===== src/rtl/aux_evt_pkg.sv =====
package aux_evt_pkg;

   localparam int MAX_CNT  = 16;
   localparam int IDX_W    = 4;
   localparam int CLASS_W  = 6;
   localparam logic [CLASS_W-1:0] TRAP_CLASS = 6'h18;

   typedef logic [1:0] lvl_t;

   typedef struct packed {
      logic trap;
      lvl_t lvl;
   } trap_res_t;

   function automatic lvl_t top_level(input bit has_l2, input bit has_l3);
      if (has_l3)      return 2'd3;
      else if (has_l2) return 2'd2;
      else             return 2'd1;
   endfunction

endpackage


===== src/rtl/aux_evt_sel_dec.sv =====
module aux_evt_sel_dec
   import aux_evt_pkg::*;
(
   input  logic [1:0]       op0_i,
   input  logic [2:0]       op1_i,
   input  logic [3:0]       crn_i,
   input  logic [3:0]       crm_i,
   input  logic [2:0]       op2_i,
   output logic             hit_o,
   output logic [IDX_W-1:0] idx_o
);

   localparam logic [1:0] OP0_K   = 2'b11;
   localparam logic [2:0] OP1_K   = 3'b011;
   localparam logic [3:0] CRN_K   = 4'b1101;
   localparam logic [2:0] CRM_HI  = 3'b110;

   always_comb begin
      hit_o = (op0_i == OP0_K) && (op1_i == OP1_K) &&
              (crn_i == CRN_K) && (crm_i[3:1] == CRM_HI);
      idx_o = {crm_i[0], op2_i};
   end

endmodule


===== src/rtl/aux_evt_trap.sv =====
module aux_evt_trap
   import aux_evt_pkg::*;
#(
   parameter bit HAS_L2 = 1'b1,
   parameter bit HAS_L3 = 1'b1
)(
   input  lvl_t      lvl_i,
   input  logic      user_en_i,
   input  logic      l2_on_i,
   input  logic      host_i,
   input  logic      l2_trap_i,
   input  logic      l3_trap_i,
   output trap_res_t res_o
);

   logic l2_live;
   logic l2_hit;
   logic l3_hit;

   generate
      if (HAS_L2) begin : g_l2
         assign l2_live = l2_on_i;
      end else begin : g_no_l2
         assign l2_live = 1'b0;
      end
      if (HAS_L3) begin : g_l3
         assign l3_hit = l3_trap_i;
      end else begin : g_no_l3
         assign l3_hit = 1'b0;
      end
   endgenerate

   assign l2_hit = l2_live & l2_trap_i;

   always_comb begin
      res_o = '{trap: 1'b0, lvl: 2'd0};
      unique case (lvl_i)
         2'd0: begin
            if (!user_en_i)
               res_o = '{trap: 1'b1, lvl: (l2_live && host_i) ? 2'd2 : 2'd1};
            else if (l2_hit)
               res_o = '{trap: 1'b1, lvl: 2'd2};
            else if (l3_hit)
               res_o = '{trap: 1'b1, lvl: 2'd3};
         end
         2'd1: begin
            if (l2_hit)
               res_o = '{trap: 1'b1, lvl: 2'd2};
            else if (l3_hit)
               res_o = '{trap: 1'b1, lvl: 2'd3};
         end
         2'd2: begin
            if (l3_hit)
               res_o = '{trap: 1'b1, lvl: 2'd3};
         end
         default: res_o = '{trap: 1'b0, lvl: 2'd0};
      endcase
   end

endmodule


===== src/rtl/aux_evt_ctr.sv =====
module aux_evt_ctr #(
   parameter int CNT_W = 64
)(
   input  logic             clk_i,
   input  logic             rst_ni,
   input  logic             en_i,
   input  logic             evt_i,
   input  logic             wr_i,
   input  logic [CNT_W-1:0] wdata_i,
   output logic [CNT_W-1:0] val_o
);

   logic [CNT_W-1:0] val_q;

   always_ff @(posedge clk_i or negedge rst_ni) begin
      if (!rst_ni)
         val_q <= '0;
      else if (wr_i)
         val_q <= wdata_i;
      else if (en_i && evt_i)
         val_q <= val_q + CNT_W'(1);
   end

   assign val_o = val_q;

endmodule


===== src/rtl/aux_evt_bank.sv =====
module aux_evt_bank
   import aux_evt_pkg::*;
#(
   parameter int NUM_CNT = 4,
   parameter int CNT_W   = 64,
   parameter bit HAS_L2  = 1'b1,
   parameter bit HAS_L3  = 1'b1
)(
   input  logic               clk_i,
   input  logic               rst_ni,
   input  logic [NUM_CNT-1:0] cnt_en_i,
   input  logic [NUM_CNT-1:0] evt_i,
   input  logic               acc_valid_i,
   input  logic               acc_write_i,
   input  logic [1:0]         acc_op0_i,
   input  logic [2:0]         acc_op1_i,
   input  logic [3:0]         acc_crn_i,
   input  logic [3:0]         acc_crm_i,
   input  logic [2:0]         acc_op2_i,
   input  logic [CNT_W-1:0]   acc_wdata_i,
   input  logic [1:0]         cur_lvl_i,
   input  logic               user_en_i,
   input  logic               lvl2_on_i,
   input  logic               host_mode_i,
   input  logic               lvl2_trap_i,
   input  logic               lvl3_trap_i,
   output logic               rsp_valid_o,
   output logic [CNT_W-1:0]   rsp_rdata_o,
   output logic               rsp_trap_o,
   output logic [1:0]         rsp_trap_lvl_o,
   output logic [5:0]         rsp_class_o,
   output logic               rsp_undef_o,
   output logic               rsp_wr_busy_o
);

   localparam lvl_t TOP_LVL = top_level(HAS_L2, HAS_L3);

   generate
      if (NUM_CNT < 1 || NUM_CNT > MAX_CNT) begin : g_bad_num
         $error("aux_evt_bank: NUM_CNT must lie in 1..16");
      end
      if (CNT_W < 2) begin : g_bad_width
         $error("aux_evt_bank: CNT_W must be at least 2");
      end
   endgenerate

   logic             dec_hit;
   logic [IDX_W-1:0] dec_idx;
   trap_res_t        trap_res;

   aux_evt_sel_dec i_dec (
      .op0_i (acc_op0_i),
      .op1_i (acc_op1_i),
      .crn_i (acc_crn_i),
      .crm_i (acc_crm_i),
      .op2_i (acc_op2_i),
      .hit_o (dec_hit),
      .idx_o (dec_idx)
   );

   aux_evt_trap #(.HAS_L2(HAS_L2), .HAS_L3(HAS_L3)) i_trap (
      .lvl_i     (cur_lvl_i),
      .user_en_i (user_en_i),
      .l2_on_i   (lvl2_on_i),
      .host_i    (host_mode_i),
      .l2_trap_i (lvl2_trap_i),
      .l3_trap_i (lvl3_trap_i),
      .res_o     (trap_res)
   );

   logic acc_hit, acc_rd, acc_wr, wr_allowed, wr_go, rd_ok;
   assign acc_hit    = acc_valid_i & dec_hit;
   assign acc_rd     = acc_hit & ~acc_write_i;
   assign acc_wr     = acc_hit & acc_write_i;
   assign wr_allowed = (cur_lvl_i == TOP_LVL);
   assign wr_go      = acc_wr & wr_allowed;
   assign rd_ok      = acc_rd & ~trap_res.trap;

   logic [NUM_CNT-1:0] wr_sel;
   logic [CNT_W-1:0]   cnt_val [NUM_CNT];

   for (genvar k = 0; k < NUM_CNT; k++) begin : g_cnt
      assign wr_sel[k] = wr_go & (dec_idx == IDX_W'(k));
      aux_evt_ctr #(.CNT_W(CNT_W)) i_ctr (
         .clk_i   (clk_i),
         .rst_ni  (rst_ni),
         .en_i    (cnt_en_i[k]),
         .evt_i   (evt_i[k]),
         .wr_i    (wr_sel[k]),
         .wdata_i (acc_wdata_i),
         .val_o   (cnt_val[k])
      );
   end

   logic [CNT_W-1:0] rd_mux;
   always_comb begin
      rd_mux = '0;
      for (int k = 0; k < NUM_CNT; k++)
         if (dec_idx == IDX_W'(k))
            rd_mux = cnt_val[k];
   end

   logic             valid_q, trap_q, undef_q, busy_q;
   lvl_t             lvl_q;
   logic [CNT_W-1:0] rdata_q;

   always_ff @(posedge clk_i or negedge rst_ni) begin
      if (!rst_ni) begin
         valid_q <= 1'b0;
         trap_q  <= 1'b0;
         lvl_q   <= 2'd0;
         undef_q <= 1'b0;
         busy_q  <= 1'b0;
         rdata_q <= '0;
      end else begin
         valid_q <= acc_hit;
         trap_q  <= acc_rd & trap_res.trap;
         lvl_q   <= (acc_rd & trap_res.trap) ? trap_res.lvl : 2'd0;
         undef_q <= acc_wr & ~wr_allowed;
         busy_q  <= |(wr_sel & cnt_en_i);
         rdata_q <= rd_ok ? rd_mux : '0;
      end
   end

   assign rsp_valid_o    = valid_q;
   assign rsp_rdata_o    = rdata_q;
   assign rsp_trap_o     = trap_q;
   assign rsp_trap_lvl_o = lvl_q;
   assign rsp_class_o    = trap_q ? TRAP_CLASS : '0;
   assign rsp_undef_o    = undef_q;
   assign rsp_wr_busy_o  = busy_q;

endmodule


===== config.mk =====
export PLATFORM = sky130hd
export DESIGN_NAME = aux_evt_bank
export DESIGN_NICKNAME = d
export VERILOG_FILES = /design/src/rtl/aux_evt_pkg.sv /design/src/rtl/aux_evt_sel_dec.sv /design/src/rtl/aux_evt_trap.sv /design/src/rtl/aux_evt_ctr.sv /design/src/rtl/aux_evt_bank.sv
export SDC_FILE = /design/constraint.sdc
export NUM_CORES = 1
export LEC_CHECK = 0
export ABC_AREA = 1
export BUFFER_PORTS_ARGS = -buffer_cell sky130_fd_sc_hd__clkbuf_2
export CAP_MARGIN = 5
export CORE_MARGIN = 2
export CORE_UTILIZATION = 40
export CTS_CLUSTER_SIZE = 16
export DETAILED_ROUTE_END_ITERATION = 12
export PLACE_DENSITY = 0.58
export SYNTH_ARGS = -nofsm -noshare
export SYNTH_HDL_FRONTEND = slang
export SYNTH_SLANG_ARGS = --single-unit

===== constraint.sdc =====
create_clock -name clk_i -period 2.7 [get_ports clk_i]
set_clock_uncertainty 0.2 [all_clocks]
set_input_delay 0.135 -clock clk_i [delete_from_list [all_inputs] [get_ports clk_i]]
set_output_delay 0.135 -clock clk_i [all_outputs]
set_load 0.02 [all_outputs]

==> metrics.md <==
| Metric | Value |
|---|---|
| Status | completed |
| WL final | 134 mm |
| Hpwl dp | 105 mm |
| Final setup fails | 0 |
| Min Hold Slack | 0.0299 ns |
| Fraction of layout cells with a size suffix above 1 | 9.35% |
| CTS tree | built |
| Final Worst Setup Slack | 0.122 ns |
| Post-synthesis async set-or-reset flop share | 100% |
| Clock Latency Late Sink | 0.60 ns |
| Worst-case reg-to-reg path depth | 10 |
| GR Overflow Total | 0 |
| Post-CTS Setup Inserts | 0 |
| Synthesized netlist cell count | 3963 |
| Synthesized area | 24100 sq um |
| Worst Setup Start Kind | flop |
| Hold Path Class | primary input to flop |
| #FFs+latches synth | 326 |
| Post-detailed-route wirelength per cell | 26.5 um |
| Endpoint type of the worst setup path | flop |
| Most frequent CP cell | nand2_1 |
| Antenna-violating nets left | 0 |
| Global-route wire length before repair | 189 mm |
| Core Area | 59200 sq um |
| Layout filler cell count | 6336 |
| 1st-pass router iterations | 6 |
| Worst EP arrival | 2.86 ns |
| RSZ-0062 raised after global routing | no |
| Unique masters post-synth | 36 |
| Area of the multi-input gates | 14000 sq um |
| Chip height | 249 um |
| Period utilisation layout | 95.5% |
| Register area | 8160 sq um |
| Synth Flop Type | dfrtp_1 |
| Worst Tran Pin Value | 1.08 ns |
| Total GRT Usage | 42.2% |
| CTS H-tree depth | 2 |
| Hold Violations, Final | 0 |
| Vias in the first global route | 25900 |
| Yosys warns | 0 |
| F_max | 388 MHz |
| Initial detailed-routing violation count | 4038 |
| GP Congestion | 1.06 |
| RR Endpoint | g_cnt[2].i_ctr.val_o[62]$_DFFE_PN0P_ |
| Final core occ | 48.5% |
| Row cnt | 89 |
| R2r setup slk | 0.12 ns |
| Synth area leaders | dfrtp_1 (34%), nand2_1 (24%), nand3_1 (9.7%) |
| Die width | 249 um |
| Worst VDD drop | 445 uV |
| Hold Path Sink | rsp_trap_o$_DFF_PN0_ |
| Worst reg2reg path startpoint | g_cnt[2].i_ctr.val_o[1]$_DFFE_PN0P_ |
| Final max-slew violation count | 0 |
| Pwr Total | 13.0 mW |
| Rel. slew slack | 28.0% |
| Hold depth | 8 |
| CTS sink cnt | 326 |
| Antenna violations before repair | 5 |
| Post-synth top area cell | dfrtp_1 |
| Worst Path Required | 2.98 ns |
| Synth top area share | 33.9% |
| Pre-CTS WS | 0.269 ns |
| Number of flops mapped to enable cells by yosys | 0 |
| Post-synthesis sequential area ratio | 33.9% |
| Max cap viols | 0 |
| PortBufs | 170 |
| Commonest cells in the netlist | nand2_1 (1556), nor2_1 (604), nand3_1 (466) |
| Setup TNS | 0 ns |
| PwrDens | 453 nW/um^2 |
| Worst-path clk slew | 0.06 ns |
| Avg Inst Size Synth | 6.07 sq um |
| Count leader, synth | nand2_1 |
| Cell Chain, Critical Path | ha_1, nand2_1, nor2_2, nand2_1, nor2_1, nand2_1, o21ai_0, nand2_1, nand2_1, nand2_1 |
| Leakage power | 12.6 nW |
| Crit-path max cell delay | 0.52 ns |
| Worst path slowest cell | nor2_1 |
| IO Pins | 175 |
| Max FO, Critical Path | 6 |
| Fin crit period | 2.58 ns |
| Hold Path Origin | acc_op0_i[0] |
| Final Net Count | 4347 |
| Kind of critical path | flop to flop |
| Clk root buf | clkbuf_16 |
| Layout area overhead | 19.4% |
| Initial core utilization | 40.6% |
| Max Buffers Root-to-Sink | 3 |
| Drt drc | 0 |
| Largest net degree at the start of global routing | 65 |
| Clock buffer count from CTS | 42 |
| Die ar. | 62100 sq um |
| Routed vias | 28900 |
| Via density | 5.73 |
layout make-up:
type / count / area share (%)
multi-input cells: 3160 / 48.7
flip-flops and latches: 326 / 28.4
repair buffers: 373 / 9.94
inverters: 341 / 4.47
clock buffers: 58 / 4.22
well taps: 773 / 3.37
clock inverters: 18 / 0.884
diodes: 1 / 0.00871
critical path, delay by kind of cell (launching register included):
family          cells  cell delay [ns]
simple gates        8             1.45
fa+ha+maj           1             0.22
flops               1             0.43
compound gates      1             0.18
sequential cells by signal (all words and copies together), names as in the netlist:
name / flops
rsp_trap_o: 1
rsp_wr_busy_o: 1
rsp_valid_o: 1
rsp_trap_lvl_o: 2
g_cnt.i_ctr.val_o: 256
rsp_undef_o: 1
rsp_rdata_o: 64
metal layers:
metal	GRT usage, %	vias up	share of wire (%)
li1	-	13200	-
met1	62.4	13700	44
met5	0	-	0.0067
met2	57.1	1847	39
met4	18.7	2	5.2
met3	10.6	238	12
where the power goes:
group | total, mW | internal (mW) | switching [mW]
clock network | 6.24 | 3.71 | 2.52
registers | 5.28 | 5.03 | 0.254
logic | 1.50 | 0.452 | 1.05
total | 13.0 | 9.19 | 3.83
worst max-delay path by stage:
stage,startpoint,cells past startpoint,endpoint
after floorplan,g_cnt[3].i_ctr.val_o[0]$_DFFE_PN0P_,12,g_cnt[3].i_ctr.val_o[30]$_DFFE_PN0P_
after global placement,g_cnt[0].i_ctr.val_o[0]$_DFFE_PN0P_,9,g_cnt[0].i_ctr.val_o[32]$_DFFE_PN0P_
after detailed placement,g_cnt[2].i_ctr.val_o[1]$_DFFE_PN0P_,10,g_cnt[2].i_ctr.val_o[62]$_DFFE_PN0P_
after CTS,acc_crm_i[0],11,rsp_wr_busy_o$_DFF_PN0_
after global routing,g_cnt[2].i_ctr.val_o[1]$_DFFE_PN0P_,10,g_cnt[2].i_ctr.val_o[62]$_DFFE_PN0P_
final,g_cnt[2].i_ctr.val_o[1]$_DFFE_PN0P_,10,g_cnt[2].i_ctr.val_o[62]$_DFFE_PN0P_
placed cells by master (no fill, tap or decap), types with 2 or more instances in the layout:
cell,netlist,final
nand3_2,2,4
nor2_2,10,9
nand4_4,3,4
dfrtp_1,326,326
clkbuf_1,70,7
nand3_1,466,464
nor2_1,604,604
nor2_4,11,12
xor2_1,80,80
o221ai_1,11,11
nor3_1,33,33
clkbuf_2,0,169
conb_1,1,4
o21ai_0,107,107
nand3b_1,6,6
nand2_1,1556,1553
xnor2_1,26,26
bufinv_16,0,6
inv_2,12,12
ha_1,4,4
dlygate4sd3_1,0,91
nand4_1,72,72
buf_4,12,92
nand2_2,2,5
inv_1,326,326
o22ai_1,76,76
a21oi_1,71,71
clkbuf_8,0,8
buf_12,0,19
clkinvlp_4,0,5
o21bai_1,4,4
clkinv_1,3,2
clkinv_2,0,7
o21ai_1,6,6
clkbuf_16,0,43
stage by stage:
step / cells / area [sq um]
finish: 5050 / 28700
CTS: 5049 / 28700
detailed placement: 4881 / 26300
global placement: 4881 / 26300
floorplan: 3966 / 24100
global route: 5049 / 28700
kinds of logic (layout without fill, tap and decap cells):
family,Yosys count,count (layout),synth area share (%)
AOI/OAI and AO/OA,276,276,6.36
xor gates and xnor gates,106,106,3.86
adders and majority gates,4,4,0.208
buffers and inverters,480,790,8.08
DFF,326,326,33.9
other,1,5,0.0156
and+or+nand+nor,2770,2770,47.5
what timing repair did:
action                                  CTS  global route
endpoints found under the hold margin   588             0
endpoints found under the setup margin    0             2
gates resized for setup                   0             3
hold buffers                             92             0
No activity file was read; power rests on OpenSTA's default activity.
